## src/rtl/rtc_shadow_pkg.sv

```systemverilog
`timescale 1ns/1ps
package rtc_shadow_pkg;
   // Byte offsets of the register port; software decodes these.
   localparam logic [7:0] OFF_BUSY   = 8'h04;
   localparam logic [7:0] OFF_SEC    = 8'h08;
   localparam logic [7:0] OFF_SHADOW = 8'h0C;
   localparam logic [7:0] OFF_MS     = 8'h10;
   localparam logic [7:0] OFF_ALM0   = 8'h14;
   localparam logic [7:0] OFF_MASK   = 8'h28;
   localparam logic [7:0] OFF_STAT   = 8'h2C;
   // Interrupt vector layout shared by status and mask.
   localparam int IRQ_BITS = 5;
   localparam int IRQ_ALM0 = 0;
endpackage

```

## src/rtl/rtc_tick_sync.sv

```systemverilog
`timescale 1ns/1ps
module rtc_tick_sync #(
   parameter bit USE_SYNC = 1'b1,
   parameter int STAGES   = 2
) (
   input  logic clk,
   input  logic rst_n,
   input  logic ref_in,
   output logic tick
);
   if (STAGES < 2) begin : g_bad_stages
      $error("rtc_tick_sync: STAGES must be at least 2");
   end

   if (USE_SYNC) begin : g_sync
      logic [STAGES:0] sh;
      always_ff @(posedge clk or negedge rst_n) begin
         if (!rst_n) sh <= '0;
         else        sh <= {sh[STAGES-1:0], ref_in};
      end
      assign tick = sh[STAGES-1] & ~sh[STAGES];
   end else begin : g_direct
      // Reference already arrives as a one-cycle strobe in the bus domain.
      assign tick = ref_in;
   end
endmodule

```

## src/rtl/rtc_timebase.sv

```systemverilog
`timescale 1ns/1ps
module rtc_timebase #(
   parameter int SEC_W         = 32,
   parameter int TICKS_PER_SEC = 32768,
   parameter int MS_PER_SEC    = 1000,
   parameter int DIV_W         = 3,
   localparam int MS_W  = $clog2(MS_PER_SEC),
   localparam int ACC_W = $clog2(TICKS_PER_SEC) + 1
) (
   input  logic             clk,
   input  logic             rst_n,
   input  logic             tick,
   input  logic             load,
   input  logic [SEC_W-1:0] load_val,
   output logic [SEC_W-1:0] run_sec,
   output logic [MS_W-1:0]  run_ms,
   output logic             busy,
   output logic             sec_step
);
   localparam logic [ACC_W-1:0] ACC_LIM  = ACC_W'(TICKS_PER_SEC);
   localparam logic [ACC_W-1:0] ACC_STEP = ACC_W'(MS_PER_SEC);
   localparam logic [MS_W-1:0]  MS_LAST  = MS_W'(MS_PER_SEC - 1);

   if (MS_PER_SEC < 2 || MS_PER_SEC > TICKS_PER_SEC) begin : g_bad_rate
      $error("rtc_timebase: need 2 <= MS_PER_SEC <= TICKS_PER_SEC");
   end
   if (DIV_W < 1) begin : g_bad_div
      $error("rtc_timebase: DIV_W must be at least 1");
   end

   logic [DIV_W-1:0] div;
   logic [ACC_W-1:0] acc;
   logic [ACC_W-1:0] acc_sum;
   logic             ms_adv;

   assign acc_sum  = acc + ACC_STEP;
   assign ms_adv   = acc_sum >= ACC_LIM;
   assign busy     = &div;
   assign sec_step = tick & ~load & ms_adv & (run_ms == MS_LAST);

   always_ff @(posedge clk or negedge rst_n) begin
      if (!rst_n) begin
         div     <= '0;
         acc     <= '0;
         run_ms  <= '0;
         run_sec <= '0;
      end else begin
         if (tick) div <= div + DIV_W'(1);
         if (load) begin
            run_sec <= load_val;
            run_ms  <= '0;
            acc     <= '0;
         end else if (tick) begin
            if (ms_adv) begin
               acc <= acc_sum - ACC_LIM;
               if (run_ms == MS_LAST) begin
                  run_ms  <= '0;
                  run_sec <= run_sec + SEC_W'(1);
               end else begin
                  run_ms <= run_ms + MS_W'(1);
               end
            end else begin
               acc <= acc_sum;
            end
         end
      end
   end
endmodule

```

## src/rtl/rtc_regs.sv

```systemverilog
`timescale 1ns/1ps
module rtc_regs
   import rtc_shadow_pkg::*;
#(
   parameter int ADDR_W = 8,
   parameter int DATA_W = 32,
   parameter int SEC_W  = 32,
   parameter int MS_W   = 10
) (
   input  logic                clk,
   input  logic                rst_n,
   input  logic                sel,
   input  logic                wr,
   input  logic [ADDR_W-1:0]   addr,
   input  logic [DATA_W-1:0]   wdata,
   input  logic                busy,
   input  logic [SEC_W-1:0]    run_sec,
   input  logic [MS_W-1:0]     run_ms,
   input  logic                sec_step,
   output logic                load,
   output logic [DATA_W-1:0]   rdata,
   output logic [IRQ_BITS-1:0] status,
   output logic [IRQ_BITS-1:0] mask
);
   localparam logic [ADDR_W-1:0] A_BUSY   = ADDR_W'(OFF_BUSY);
   localparam logic [ADDR_W-1:0] A_SEC    = ADDR_W'(OFF_SEC);
   localparam logic [ADDR_W-1:0] A_SHADOW = ADDR_W'(OFF_SHADOW);
   localparam logic [ADDR_W-1:0] A_MS     = ADDR_W'(OFF_MS);
   localparam logic [ADDR_W-1:0] A_ALM0   = ADDR_W'(OFF_ALM0);
   localparam logic [ADDR_W-1:0] A_MASK   = ADDR_W'(OFF_MASK);
   localparam logic [ADDR_W-1:0] A_STAT   = ADDR_W'(OFF_STAT);

   logic [SEC_W-1:0]    bus_sec, shadow, alarm0;
   logic [MS_W-1:0]     bus_ms;
   logic [IRQ_BITS-1:0] clr_vec, set_vec, status_nxt;
   logic [DATA_W-1:0]   rd_mux;
   logic                wr_ok, rd, alarm_hit;

   assign wr_ok     = sel & wr & ~busy;
   assign rd        = sel & ~wr;
   assign load      = wr_ok & (addr == A_SEC);
   assign alarm_hit = sec_step & (alarm0 != '0) & ((run_sec + SEC_W'(1)) == alarm0);

   always_comb begin
      clr_vec = (wr_ok && addr == A_STAT) ? wdata[IRQ_BITS-1:0] : '0;
      set_vec = '0;
      set_vec[IRQ_ALM0] = alarm_hit;
      status_nxt = (status & ~clr_vec) | set_vec;
   end

   always_comb begin
      case (addr)
         A_BUSY:   rd_mux = DATA_W'(busy);
         A_SEC:    rd_mux = DATA_W'(bus_sec);
         A_SHADOW: rd_mux = DATA_W'(shadow);
         A_MS:     rd_mux = DATA_W'(bus_ms);
         A_ALM0:   rd_mux = DATA_W'(alarm0);
         A_MASK:   rd_mux = DATA_W'(mask);
         A_STAT:   rd_mux = DATA_W'(status);
         default:  rd_mux = '0;
      endcase
   end

   always_ff @(posedge clk or negedge rst_n) begin
      if (!rst_n) begin
         bus_sec <= '0;
         bus_ms  <= '0;
         shadow  <= '0;
         alarm0  <= '0;
         mask    <= '0;
         status  <= '0;
         rdata   <= '0;
      end else begin
         if (busy) begin
            bus_sec <= run_sec;
            bus_ms  <= run_ms;
         end else if (load) begin
            bus_sec <= wdata[SEC_W-1:0];
            bus_ms  <= '0;
         end
         if (rd && addr == A_MS)                 shadow <= bus_sec;
         if (wr_ok && addr == A_ALM0)            alarm0 <= wdata[SEC_W-1:0];
         if (wr_ok && addr == A_MASK)            mask   <= wdata[IRQ_BITS-1:0];
         status <= status_nxt;
         rdata  <= rd ? rd_mux : '0;
      end
   end
endmodule

```

## src/rtl/rtc_shadow_top.sv

```systemverilog
`timescale 1ns/1ps
module rtc_shadow_top
   import rtc_shadow_pkg::*;
#(
   parameter int ADDR_W        = 8,
   parameter int DATA_W        = 32,
   parameter int SEC_W         = 32,
   parameter int TICKS_PER_SEC = 32768,
   parameter int MS_PER_SEC    = 1000,
   parameter int DIV_W         = 3,
   parameter bit USE_SYNC      = 1'b1,
   parameter int SYNC_STAGES   = 2
) (
   input  logic              clk,
   input  logic              rst_n,
   input  logic              ref_in,
   input  logic              bus_sel,
   input  logic              bus_wr,
   input  logic [ADDR_W-1:0] bus_addr,
   input  logic [DATA_W-1:0] bus_wdata,
   output logic [DATA_W-1:0] bus_rdata,
   output logic              irq
);
   localparam int MS_W = $clog2(MS_PER_SEC);

   if (SEC_W > DATA_W) begin : g_bad_sec
      $error("rtc_shadow_top: SEC_W must not exceed DATA_W");
   end
   if (ADDR_W < 6) begin : g_bad_addr
      $error("rtc_shadow_top: ADDR_W too small for the register map");
   end

   logic                tick, load, busy, sec_step;
   logic [SEC_W-1:0]    run_sec;
   logic [MS_W-1:0]     run_ms;
   logic [IRQ_BITS-1:0] status, mask;

   rtc_tick_sync #(.USE_SYNC(USE_SYNC), .STAGES(SYNC_STAGES)) i_sync (
      .clk(clk), .rst_n(rst_n), .ref_in(ref_in), .tick(tick)
   );

   rtc_timebase #(
      .SEC_W(SEC_W), .TICKS_PER_SEC(TICKS_PER_SEC),
      .MS_PER_SEC(MS_PER_SEC), .DIV_W(DIV_W)
   ) i_tb (
      .clk(clk), .rst_n(rst_n), .tick(tick), .load(load),
      .load_val(bus_wdata[SEC_W-1:0]), .run_sec(run_sec), .run_ms(run_ms),
      .busy(busy), .sec_step(sec_step)
   );

   rtc_regs #(.ADDR_W(ADDR_W), .DATA_W(DATA_W), .SEC_W(SEC_W), .MS_W(MS_W)) i_regs (
      .clk(clk), .rst_n(rst_n), .sel(bus_sel), .wr(bus_wr), .addr(bus_addr),
      .wdata(bus_wdata), .busy(busy), .run_sec(run_sec), .run_ms(run_ms),
      .sec_step(sec_step), .load(load), .rdata(bus_rdata),
      .status(status), .mask(mask)
   );

   assign irq = |(status & mask);
endmodule

```

## config.mk

```make
export PLATFORM = sky130hd
export DESIGN_NAME = rtc_shadow_top
export DESIGN_NICKNAME = d
export VERILOG_FILES = /design/src/rtl/rtc_shadow_pkg.sv /design/src/rtl/rtc_tick_sync.sv /design/src/rtl/rtc_timebase.sv /design/src/rtl/rtc_regs.sv /design/src/rtl/rtc_shadow_top.sv
export SDC_FILE = /design/constraint.sdc
export NUM_CORES = 1
export LEC_CHECK = 0
export CORE_MARGIN = 1
export CORE_UTILIZATION = 45
export DETAILED_ROUTE_END_ITERATION = 7
export SLEW_MARGIN = 20
export SYNTH_ARGS = -nofsm -noshare
export SYNTH_HDL_FRONTEND = slang
export SYNTH_SLANG_ARGS = --single-unit
```

## constraint.sdc

```tcl
create_clock -name clk -period 5.43 [get_ports clk]
set_clock_uncertainty 0.15 [all_clocks]
set_input_delay 0.543 -clock clk [delete_from_list [all_inputs] [get_ports clk]]
set_output_delay 0.543 -clock clk [all_outputs]
set_load 0.02 [all_outputs]
```

==> metrics <==
status=finished with violations; failing checks=DRC, hold timing; main flop type after synthesis=dfrtp_1; IO Port Bufs=77; initial antenna violation count=0; final setup fails=0; Area Growth Syn to Fin=16.77%; synthesized area per cell=approximately 10 um^2; die height=154.9 um; Post-CTS Setup Inserts=0; fin area=approximately 0.012 mm^2; r2r setup slk=2.26 ns; initial core utilization=0.4621; first-pass GRT wire length=approximately 46000 um; # nets final=between 1000 and 1500; worst path arrival time=3.62 ns; root buffer cell=clkbuf_16; Clock Latency Late Sink=roughly 0.52 ns; Pwr Density=328.3 mW/mm^2; Worst VDD drop=between 0.2 and 0.3 mV; Top-Level Pins=between 70 and 80; Clock transition at path regs=0.06 ns; Synth Cell Area=about 0.011 mm^2; largest net degree at the start of global routing=around 120; dpl ws=between 1.5 and 2 ns; wire length on met2=approximately 13000 um; Setup Total Neg Slack=0 ns; vias per cell=between 5 and 6; layout cells sized above 1=0.1306; M1 WL=13420 um; distinct cell type count after synthesis=67; critical path data required time=approximately 5.7 ns; Detailed Place HPWL=18870 um; Post-DP Area=~0.012 mm^2; diodes inserted=0; GRT overflow=0; CTS Hold Bufs=0; DR top layer=met4; Setup Crit Path Kind=input pin to flip-flop; worst-path maximum fanout=17; die area=between 0.02 and 0.025 mm^2; clock buffer depth=3; Worst setup startpoint=bus_addr[2]; CTS tree=yes; Tcrit/Tclk final=0.6138; relative slew slack=0.3419; # rows=55; worst r2r src=i_tb.div[0]; worst min-delay path class=input pin to async pin; Wirelength per Cell=~20 um; Placer Congestion=between 0.8 and 0.9; CTS sink count=209; Yosys warning count=0; register area share after synthesis=0.4969; core area=0.02278 mm^2; Lkg Pwr=between 5 and 6 nW; final antenna-violating net count=0; Yosys reg bits=roughly 210; H-tree Lvls=1; Worst Setup End Kind=flip-flop; DRC=1; Post-Syn Instances=1055; Tmin final=roughly 3.3 ns; met3 WL=1314 um; Post-CTS Resized=0; FF-to-FF path depth=8; via count=roughly 8300; EDFF count, synth=0; worst r2r dst=i_regs.bus_sec[26]; number of global-route vias before repair=approximately 8400; DR iter-0 viols=650; Slew Limit Fails=0; hold_ws=-0.05927 ns; total wire length=about 28000 um; CP Capture Point=i_tb.run_sec[25]; die outline width=roughly 150 um; f_max=~300 MHz; Max-Cap Viols=0; Hold Violations, Final=36; setup slack after layout=around 2.1 ns; syn nets=1105; total track usage=0.2406; CP startpoint kind=input pin; CTS Buf Count=24; RSZ-0062 raised after global routing=false; Worst Max-Slew Pin Slew=approximately 0.98 ns; Async S/R FF share, synth=1.000; drt pass-1 iters=8
==> report_power, final <==
part / switching, mW / total (mW) / internal [mW]
logic: 0.289 / 0.500 / 0.211
clock network: 0.647 / 1.59 / 0.944
registers: 0.183 / 1.94 / 1.76
total: 1.12 / 4.03 / 2.92
==> cells in the mapped netlist, types with 7 or more instances <==
| master | instances | area, um^2 |
|---|---|---|
| xnor2_1 | 41 | 359.1 |
| nand2_1 | 163 | 611.8 |
| dfrtp_1 | 209 | 5230 |
| o22ai_1 | 12 | 75.07 |
| inv_1 | 8 | 30.03 |
| mux2i_1 | 16 | 160.2 |
| or3_1 | 7 | 43.79 |
| a221oi_1 | 10 | 87.58 |
| o21ai_0 | 51 | 255.2 |
| nor3_1 | 16 | 80.08 |
| a222oi_1 | 23 | 230.2 |
| xor2_1 | 28 | 245.2 |
| nor2_1 | 75 | 281.5 |
| mux2_2 | 67 | 754.5 |
| nand3_1 | 37 | 185.2 |
| nor4_1 | 18 | 112.6 |
| a21oi_1 | 64 | 320.3 |
| buf_2 | 16 | 80.08 |
| a22oi_1 | 33 | 247.7 |
| clkbuf_1 | 43 | 161.4 |
| nand4_1 | 27 | 168.9 |
==> worst min path at each step <==
stage	slack [ns]	endpoint	from
4_1_cts	0.001	i_regs.shadow[6]	rst_n
3_3_place_gp	0.19	i_sync.g_sync.sh[1]	i_sync.g_sync.sh[0]
3_5_place_dp	0.19	i_sync.g_sync.sh[1]	i_sync.g_sync.sh[0]
5_1_grt	0.03	i_regs.shadow[6]	rst_n
2_1_floorplan	0.1	i_regs.alarm0[0]	rst_n
6_report	-0.06	i_regs.shadow[6]	rst_n
==> cells by family after synthesis <==
logic type               share of synthesized area
XOR/XNOR                                   0.05741
AO/OA/AOI/OAI                               0.1325
buffers and inverters                      0.03447
multiplexers                               0.09010
flip-flops                                  0.4969
AND/OR/NAND/NOR                             0.1827
adder cells (fa/ha/maj)                   0.005943
==> worst max-delay path: stages <==
cell and delay, ns:
clkdlybuf4s50_1 0.80, nor4_4 0.42, and2_1 0.49, a21oi_2 0.17, nor2_2 0.66, buf_4 0.30
a21oi_1 0.09, a21oi_1 0.14
==> layer usage <==
metal | GRT usage | up-vias
met1 | 0.3469 | 4176
met2 | 0.3816 | 201
li1 | - | 3924
met3 | 0.03426 | 37
met4 | 0.05893 | 0
met5 | 0 | -
==> sequential cells by signal, indices dropped and copies added (netlist names) <==
register	flops
i_sync.g_sync.sh	3
i_regs.alarm0	32
i_regs.rdata	32
i_tb.run_ms	10
i_regs.bus_sec	32
i_regs.bus_ms	10
i_regs.shadow	32
i_tb.div	3
i_regs.status	5
i_tb.acc	13
i_regs.mask	5
i_tb.run_sec	32
==> stage by stage <==
| stage | hold WS (ns) | util | total power [mW] | std cells |
|---|---|---|---|---|
| 4_1_cts | 0.001225 | 0.5396 | 4.073 | 1431 |
| 6_report | -0.05927 | 0.5396 | 4.035 | 1431 |
| 5_1_grt | 0.02830 | 0.5396 | 4.242 | 1431 |
| 3_3_place_gp | 0.1903 | 0.5050 | 2.453 | 1388 |
| 2_1_floorplan | 0.09741 | - | 2.248 | 1055 |
| 3_5_place_dp | 0.1905 | 0.5052 | 2.470 | 1388 |
==> layout make-up <==
type,count,area [um^2]
clock buffer,35,701.9
sequential,209,5230
clock inverter,8,81.33
fill,2034,10490
inverter,8,30.03
tap,313,391.6
timing repair buffer,92,888.4
multi-input combinational,766,4969
==> placed cells by master (no fill, tap or decap), types with 24 or more instances in the layout <==
master and n:
a21oi_1 64, a22oi_1 33, clkbuf_16 24, clkdlybuf4s50_1 76
dfrtp_1 209, mux2_2 67, nand2_1 162, nand3_1 37
nand4_1 27, nor2_1 72, o21ai_0 51, xnor2_1 41
xor2_1 28
Note: power is estimated with default switching activity, not from simulation.
